===== src/rtl/bist_pkg.sv =====
package bist_pkg;

  typedef enum logic [2:0] {
    ST_IDLE = 3'd0,
    ST_SEED = 3'd1,
    ST_RUN  = 3'd2,
    ST_CMP  = 3'd3,
    ST_DONE = 3'd4
  } bist_state_e;

  // status frame: marker bit followed by the pass bit
  localparam int STAT_BITS = 2;

endpackage


===== src/rtl/bist_lfsr_gen.sv =====
module bist_lfsr_gen #(
  parameter int         W            = 4,
  parameter logic [W-1:0] TAPS       = 4'b0011,
  parameter logic [W-1:0] START_SEED = 4'b1000
) (
  input  logic         clk,
  input  logic         rst,
  input  logic         load,
  input  logic         step,
  input  logic [W-1:0] seed,
  output logic [W-1:0] pat
);

  logic [W-1:0] nxt;
  logic [W-1:0] seed_eff;
  logic         fb;

  assign fb       = pat[W-1];
  assign seed_eff = (seed == '0) ? START_SEED : seed;

  // internal-XOR feedback, one bit per generate slice
  for (genvar i = 0; i < W; i++) begin : g_bit
    if (i == 0) begin : g_lsb
      assign nxt[i] = TAPS[i] & fb;
    end else begin : g_upper
      assign nxt[i] = pat[i-1] ^ (TAPS[i] & fb);
    end
  end

  always_ff @(posedge clk) begin
    if (rst) begin
      pat <= START_SEED;
    end else if (load) begin
      pat <= seed_eff;
    end else if (step) begin
      pat <= nxt;
    end
  end

endmodule


===== src/rtl/bist_seq_ctrl.sv =====
module bist_seq_ctrl
  import bist_pkg::*;
#(
  parameter int NPAT     = 15,
  parameter int HOLD_CYC = STAT_BITS
) (
  input  logic        clk,
  input  logic        rst,
  input  logic        start,
  output bist_state_e state,
  output logic        load_seed,
  output logic        step,
  output logic        cmp_now,
  output logic        in_done
);

  localparam int CNT_MAX = (NPAT > HOLD_CYC) ? NPAT : HOLD_CYC;
  localparam int CNT_W   = $clog2(CNT_MAX + 1);

  logic [CNT_W-1:0] cnt;

  always_ff @(posedge clk) begin
    if (rst) begin
      state <= ST_IDLE;
      cnt   <= '0;
    end else begin
      unique case (state)
        ST_IDLE: begin
          cnt <= '0;
          if (start) state <= ST_SEED;
        end
        ST_SEED: begin
          cnt   <= '0;
          state <= ST_RUN;
        end
        ST_RUN: begin
          if (cnt == CNT_W'(NPAT - 1)) begin
            cnt   <= '0;
            state <= ST_CMP;
          end else begin
            cnt <= cnt + 1'b1;
          end
        end
        ST_CMP: begin
          cnt   <= '0;
          state <= ST_DONE;
        end
        ST_DONE: begin
          if (cnt == CNT_W'(HOLD_CYC - 1)) begin
            cnt   <= '0;
            state <= ST_IDLE;
          end else begin
            cnt <= cnt + 1'b1;
          end
        end
        default: begin
          cnt   <= '0;
          state <= ST_IDLE;
        end
      endcase
    end
  end

  assign load_seed = (state == ST_SEED);
  assign step      = (state == ST_RUN);
  assign cmp_now   = (state == ST_CMP);
  assign in_done   = (state == ST_DONE);

endmodule


===== src/rtl/bist_serial_port.sv =====
module bist_serial_port
  import bist_pkg::*;
#(
  parameter int SEED_W = 4
) (
  input  logic              clk,
  input  logic              rst,
  input  logic              shift_seed,
  input  logic              ser_in,
  input  logic              load_stat,
  input  logic              pass,
  input  logic              shift_stat,
  output logic [SEED_W-1:0] seed,
  output logic              ser_out
);

  logic [STAT_BITS-1:0] stat_sr;

  always_ff @(posedge clk) begin
    if (rst) begin
      seed <= '0;
    end else if (shift_seed) begin
      seed <= {seed[SEED_W-2:0], ser_in};
    end
  end

  always_ff @(posedge clk) begin
    if (rst) begin
      stat_sr <= '0;
    end else if (load_stat) begin
      stat_sr <= {1'b1, pass};
    end else if (shift_stat) begin
      stat_sr <= {stat_sr[STAT_BITS-2:0], 1'b0};
    end
  end

  assign ser_out = shift_stat & stat_sr[STAT_BITS-1];

endmodule


===== src/rtl/bist_input_mux.sv =====
module bist_input_mux #(
  parameter int W = 4
) (
  input  logic         sel,
  input  logic [W-1:0] func_d,
  input  logic [W-1:0] test_d,
  output logic [W-1:0] y
);

  assign y = sel ? test_d : func_d;

endmodule


===== src/rtl/bist_engine.sv =====
module bist_engine
  import bist_pkg::*;
#(
  parameter int           W          = 4,
  parameter int           SIG_W      = 4,
  parameter int           NPAT       = 15,
  parameter logic [W-1:0] TAPS       = 4'b0011,
  parameter logic [W-1:0] START_SEED = 4'b1000
) (
  input  logic             clk,
  input  logic             rst,
  input  logic             start,
  input  logic             ser_in,
  output logic             ser_out,
  output logic             done,
  input  logic [W-1:0]     func_in,
  output logic [W-1:0]     cut_in,
  output logic             bist_sel,
  output logic             sig_clr,
  output logic             sig_en,
  input  logic [SIG_W-1:0] sig_in,
  input  logic [SIG_W-1:0] golden
);

  bist_state_e  state;
  logic         load_seed;
  logic         step;
  logic         cmp_now;
  logic         in_done;
  logic [W-1:0] seed;
  logic [W-1:0] pat;
  logic         sig_match;

  bist_seq_ctrl #(
    .NPAT     (NPAT),
    .HOLD_CYC (STAT_BITS)
  ) u_ctrl (
    .clk       (clk),
    .rst       (rst),
    .start     (start),
    .state     (state),
    .load_seed (load_seed),
    .step      (step),
    .cmp_now   (cmp_now),
    .in_done   (in_done)
  );

  bist_lfsr_gen #(
    .W          (W),
    .TAPS       (TAPS),
    .START_SEED (START_SEED)
  ) u_gen (
    .clk  (clk),
    .rst  (rst),
    .load (load_seed),
    .step (step),
    .seed (seed),
    .pat  (pat)
  );

  assign sig_match = (sig_in == golden);

  bist_serial_port #(
    .SEED_W (W)
  ) u_port (
    .clk        (clk),
    .rst        (rst),
    .shift_seed ((state == ST_IDLE) && !start),
    .ser_in     (ser_in),
    .load_stat  (cmp_now),
    .pass       (sig_match),
    .shift_stat (in_done),
    .seed       (seed),
    .ser_out    (ser_out)
  );

  bist_input_mux #(
    .W (W)
  ) u_mux (
    .sel    (step),
    .func_d (func_in),
    .test_d (pat),
    .y      (cut_in)
  );

  assign bist_sel = step;
  assign sig_en   = step;
  assign sig_clr  = load_seed;
  assign done     = in_done;

endmodule


===== config.mk =====
export PLATFORM = sky130hd
export DESIGN_NAME = bist_engine
export DESIGN_NICKNAME = d
export VERILOG_FILES = /design/src/rtl/bist_pkg.sv /design/src/rtl/bist_lfsr_gen.sv /design/src/rtl/bist_seq_ctrl.sv /design/src/rtl/bist_serial_port.sv /design/src/rtl/bist_input_mux.sv /design/src/rtl/bist_engine.sv
export SDC_FILE = /design/constraint.sdc
export NUM_CORES = 1
export LEC_CHECK = 0
export BUFFER_PORTS_ARGS = -buffer_cell sky130_fd_sc_hd__buf_2
export CAP_MARGIN = 20
export CORE_MARGIN = 4
export CORE_UTILIZATION = 50
export DETAILED_ROUTE_END_ITERATION = 12
export PLACE_DENSITY = 0.86
export SYNTH_ARGS = -nofsm -noshare
export SYNTH_HDL_FRONTEND = slang
export SYNTH_SLANG_ARGS = --single-unit

===== constraint.sdc =====
create_clock -name clk -period 1.9 [get_ports clk]
set_clock_uncertainty 0.1 [all_clocks]
set_input_delay 0.38 -clock clk [delete_from_list [all_inputs] [get_ports clk]]
set_output_delay 0.38 -clock clk [all_outputs]
set_load 0.03 [all_outputs]

==> results.txt, run 1 <==
Sink Count: 17
delay-heaviest family, CP: simple AND/OR/NAND/NOR gates
H-tree levels: 1
Critical Path AT: 1440 ps
Initial Util: 54.0%
DP Cell Count: 144
RSZ-0062 raised after global routing: yes
#FFs+latches synth: 17
CP startpoint kind: register
Buf+Inv Stages, Crit Path: 1
final hold vios: 0
Antenna diodes: 0
peak supply drop: 400 uV
final instance area: 0.00123 sq mm
initial antenna violation count: 0
Post-DRT Antenna Nets: 0
Synth Warn #: 0
Crit. End Element: output pin
I/O pin cnt: 25
drt drc: 0
core outline area: 0.00176 sq mm
WL per Instance: 14.2 um
Area growth, synth to finish: 29.6%
Worst EP required: 1420 ps
Unique masters post-synth: 40
Placer Congestion: 0.771
TritonCTS clock tree: done
clk buf depth: 2
CP max FO: 7
CP Cell Sequence: or3b_4 > a21o_2 > buf_6
violated checks: negative setup slack
fillers: 132
syn_area_per_cell: 9.72 sq um
fin crit share: 101%
Reg clk slew, reported paths: 90 ps
HP Class: input pin to register
max_slew headroom: 73.0%
# rows: 15
fin worst setup slack: -21.0 ps
share of layout cells above drive strength 1: 49.2%
slowest stage delay, CP: 470 ps
vias in the first global route: 814
pwr dens: 681 mW/mm^2
full die area: 0.00267 sq mm
Root Driver: clkbuf_4
sequential area share after synthesis: 35.7%
drt pass-1 iters: 4
commonest cells after routing, fill and taps aside: buf_2 (18), dfxtp_1 (14), buf_4 (10)
vias per cell: 5.37
Total GRT Usage: 17.6%
routed via count: 833
# setup viols final: 3
Die Span Y: 51.6 um
Final HPWL DP: 1500 um
worst-skew pair later-pin latency: 280 ps
final net count: 147
R2R Setup Slk: 320 ps
drt total wl: 2200 um
CTS Buf Count: 3
Port Buf Inserts: 24
Max Cap Viol: 0
number of synthesized flops with an enable pin: 0
Crit-path slowest cell: or3b_4
Syn Inst Count: 98
Area after DPL: 0.00108 sq mm
Post-Syn Area: 952 sq um
GRT Residual Overflow: 0
initial DRC count: 11
Leak Pwr: 0.517 nW
kind of critical path: register to output pin
Syn Nets: 114
fin crit period: 1920 ps
first-pass GRT wire length: 3530 um
Slew @ Worst Pin: 402 ps
Final Max Tran Viols: 0
status: finished, violations left
Final Non-Filler Cells: 155
Horiz. Die Dim: 51.6 um
largest net degree at the start of global routing: 19
dominant synthesized flop cell: dfxtp_1
commonest non-fill, non-tap cell in the layout: buf_2
hold buffer count at CTS: 0
Max Fclk: 521 MHz
ys async rst share: 0%
[logic make-up (layout without fill, tap and decap cells)]
group / count (synthesis) / after routing / synth area share [%]
AOI/OAI and AO/OA: 14 / 14 / 11.3
xor gates and xnor gates: 9 / 9 / 8.28
DFF: 17 / 17 / 35.7
buffers and inverters: 10 / 42 / 8.15
and+or+nand+nor: 43 / 43 / 31.1
muxes: 5 / 5 / 5.39
[metal layers]
layer / vias up / routed length (um) / part of all wire, % / GRT usage (%)
met5: - / 0 / 0 / 0
met4: 0 / 31 / 1.4 / 8.73
met3: 4 / 101 / 4.6 / 3.44
met2: 24 / 1170 / 53 / 30.9
met1: 396 / 896 / 41 / 20.0
li1: 409 / - / - / -
[stage by stage]
step | power (mW) | util (%) | hold WS (ps) | setup TNS (ps) | setup slack, ps
after floorplan | 0.562 | - | 348 | 0 | 42.3
after global placement | 0.598 | 61.2 | 369 | 0 | 125
after detailed placement | 0.606 | 61.2 | 369 | 0 | 78.5
after CTS | 0.828 | 67.1 | 248 | -50.7 | -22.7
after global routing | 0.884 | 69.9 | 275 | -236 | -61.8
final | 0.840 | 69.9 | 251 | -41.4 | -21.0
[cell type report]
| type | instances | area, sq um | share of cell area [%] |
|---|---|---|---|
| Inverter | 3 | 26.3 | 2.13 |
| Multi-Input combinational cell | 71 | 562 | 45.5 |
| Sequential cell | 17 | 344 | 27.9 |
| Tap cell | 25 | 31.3 | 2.54 |
| Timing Repair Buffer | 35 | 244 | 19.8 |
| Clock buffer | 4 | 26.3 | 2.13 |
[report_power, final]
group          total, mW  internal [mW]  switching, mW
registers          0.393          0.375         0.0178
logic              0.260          0.123          0.137
clock network      0.188         0.0814          0.106
total              0.840          0.579          0.261
[worst paths after layout]
check | to | from | cells past startpoint
setup / recovery | cut_in[2] | u_ctrl.state[0]$_SDFFE_PP0P_ | 3
hold / removal | u_port.seed[0]$_SDFFE_PP0P_ | ser_in | 3
setup reg to reg | u_port.seed[0]$_SDFFE_PP0P_ | u_ctrl.state[0]$_SDFFE_PP0P_ | 5
hold reg to reg | u_port.stat_sr[0]$_SDFFE_PP0P_ | u_port.stat_sr[0]$_SDFFE_PP0P_ | 2
[worst reg2reg max path: stages (launching register included)]
cell     delay (ps)
dfxtp_2         330
buf_4           150
buf_4           160
nor4_4          440
mux2i_1         250
nor2_1           50
[synthesized netlist by cell type, types with 2 or more instances]
| cell type | number | area (sq um) |
|---|---|---|
| xnor2_1 | 6 | 52.6 |
| nor3_1 | 3 | 15.0 |
| nand2_1 | 13 | 48.8 |
| dfxtp_1 | 17 | 340 |
| buf_6 | 2 | 22.5 |
| nor2_1 | 4 | 15.0 |
| a31oi_1 | 2 | 12.5 |
| mux2i_1 | 4 | 40.0 |
| and4bb_2 | 2 | 25.0 |
| a21oi_1 | 5 | 25.0 |
| buf_4 | 3 | 22.5 |
| nor3_2 | 4 | 40.0 |
| nand3_1 | 4 | 20.0 |
| xor2_1 | 3 | 26.3 |
[registers in the layout, summed over array words and instances (netlist names)]
name and flops:
u_ctrl.cnt 4, u_gen.pat 4, u_port.seed 4, u_ctrl.state 3
u_port.stat_sr 2
[what timing repair did]
item,CTS,global route
endpoints found under the setup margin,7,7
resized for setup,13,15
setup buffers,5,3
pin swaps,3,5
Note: power is estimated with default switching activity, not from simulation.
==> run 2: changes to the inputs <==
Settings changed: CORE_MARGIN 4 to unset.
==> results.txt, run 2 (synthesis gave the netlist of run 1 again) <==
clk buf depth: 2 (unchanged)
status: finished, violations left
hold buffer count at CTS: 0 (unchanged)
Slew @ Worst Pin: 402 ps (-0.692 ps)
Crit. End Element: output pin
delay-heaviest family, CP: simple AND/OR/NAND/NOR gates
# setup viols final: 4 (+1)
Final HPWL DP: 1370 um (-9.1%)
DR WL met2: 1150 um (-2.0%)
WL met1: 980 um (+9.4%)
first-pass GRT wire length: 3310 um (-6.2%)
HP Class: input pin to register
routed via count: 834 (+0.12%)
Post-DRT Antenna Nets: 0 (unchanged)
CTS Buf Count: 3 (unchanged)
Root Driver: clkbuf_4
RSZ-0062 raised after global routing: yes
commonest non-fill, non-tap cell in the layout: buf_2
full die area: 0.00208 sq mm (-22%)
Buf+Inv Stages, Crit Path: 1 (unchanged)
final hold vios: 0 (unchanged)
final net count: 147 (unchanged)
TritonCTS clock tree: done
kind of critical path: register to output pin
I/O pin cnt: 25 (unchanged)
pwr dens: 688 mW/mm^2 (+1.1%)
Final Max Tran Viols: 0 (unchanged)
GRT Residual Overflow: 0 (unchanged)
Total GRT Usage: 23.6% (+6.0 points)
multi-input logic area: 567 sq um (+0.89%)
Largest regs: u_ctrl.cnt (4), u_gen.pat (4), u_port.seed (4)
Horiz. Die Dim: 45.6 um (-12%)
peak supply drop: 442 uV (+10%)
Max Fclk: 509 MHz (-2.2%)
worst-skew pair later-pin latency: 300 ps (+20 ps)
vias in the first global route: 762 (-6.4%)
register area: 343 sq um (-0.36%)
drt drc: 0 (unchanged)
met3 wire len: 53 um (-48%)
fin worst setup slack: -64.7 ps (-43.7 ps)
CP max FO: 8 (+1)
Max Cap Viol: 0 (unchanged)
commonest cells after routing, fill and taps aside: buf_2 (16), dfxtp_1 (15), buf_4 (11)
Leak Pwr: 0.532 nW (+2.8%)
Initial Util: 54.0% (unchanged)
Die Span Y: 45.6 um (-12%)
fin crit period: 1960 ps (+43.7 ps)
WHS: 224 ps (-26.7 ps)
drt total wl: 2230 um (+1.4%)
Sink Count: 17 (unchanged)
Final Power: 855 uW (+1.8%)
Area growth, synth to finish: 30.5%
WL per Instance: 14.4 um (+1.4%)
Placer Congestion: 0.811 (+5.2%)
drt pass-1 iters: 4 (unchanged)
initial antenna violation count: 0 (unchanged)
share of layout cells above drive strength 1: 48.5% (-0.77 points)
Crit-path slowest cell: or3b_4
final core utilization: 70.4% (+0.50 points)
Reg clk slew, reported paths: 100 ps (about the same)
largest net degree at the start of global routing: 19 (unchanged)
Antenna diodes: 0 (unchanged)
Max Used Layer: met4
Critical Path AT: 1480 ps (+40 ps)
violated checks: negative setup slack
Port Buf Inserts: 24 (unchanged)
max_slew headroom: 73.0% (about the same)
H-tree levels: 1 (unchanged)
fillers: 143 (+8.3%)
initial DRC count: 12 (+1)
CP Cell Sequence: or3b_4 > a21o_2 > buf_6
fin crit share: 103% (+2.3 points)
slowest stage delay, CP: 480 ps (about the same)
core outline area: 0.00176 sq mm (unchanged)
Worst EP required: 1420 ps (about the same)
CP startpoint kind: register
# rows: 15 (unchanged)
vias per cell: 5.38 (+0.12%)
==> run 2: metrics by stage <==
stage	instances	setup slack (ps)	cell area [sq um]	setup TNS (ps)
2_1_floorplan	98	42.3	952	0
3_3_place_gp	144	126	1080	0
3_5_place_dp	144	95.0	1080	0
4_1_cts	155	-50.7	1220	-136
5_1_grt	155	-92.3	1240	-343
6_report	155	-64.7	1240	-135
==> run 2: tightest hold or removal path, stage by stage <==
cell and delay, ps:
buf_2 70, mux2i_1 50, nor2_1 80
==> run 2: layout make-up <==
type | count | share of cell area [%]
tap | 25 | 2.52
inverter | 3 | 2.11
sequential | 17 | 27.6
multi-input combinational | 71 | 45.6
timing repair buffer | 35 | 20.0
clock buffer | 4 | 2.11
==> run 2: repair_timing <==
item	CTS	global route
resized for setup	20	10
pin swaps	7	5
setup buffers	7	0
setup endpoints to repair	7	8
hold endpoints to repair	0	0
==> run 2: worst paths after layout <==
path,start,to,slack [ps],cells past startpoint
max,u_ctrl.state[2]$_SDFFE_PP0P_,cut_in[2],-60,3
max reg2reg,u_ctrl.state[0]$_SDFFE_PP0P_,u_port.seed[2]$_SDFFE_PP0P_,330,5
min,ser_in,u_port.seed[0]$_SDFFE_PP0P_,220,3
min reg2reg,u_gen.pat[2]$_SDFFE_PP0P_,u_gen.pat[2]$_SDFFE_PP0P_,400,2
==> run 2: where the power goes <==
group	internal [mW]	total [mW]	switching, mW
logic	0.127	0.266	0.139
registers	0.374	0.394	0.0193
clock network	0.0818	0.196	0.114
total	0.583	0.855	0.272
==> run 2: layer usage <==
layer  track usage [%]  vias up
li1                  -      412
met1              25.7      398
met2              41.4       20
met3              3.57        4
met4              15.8        0
met5                 0        -
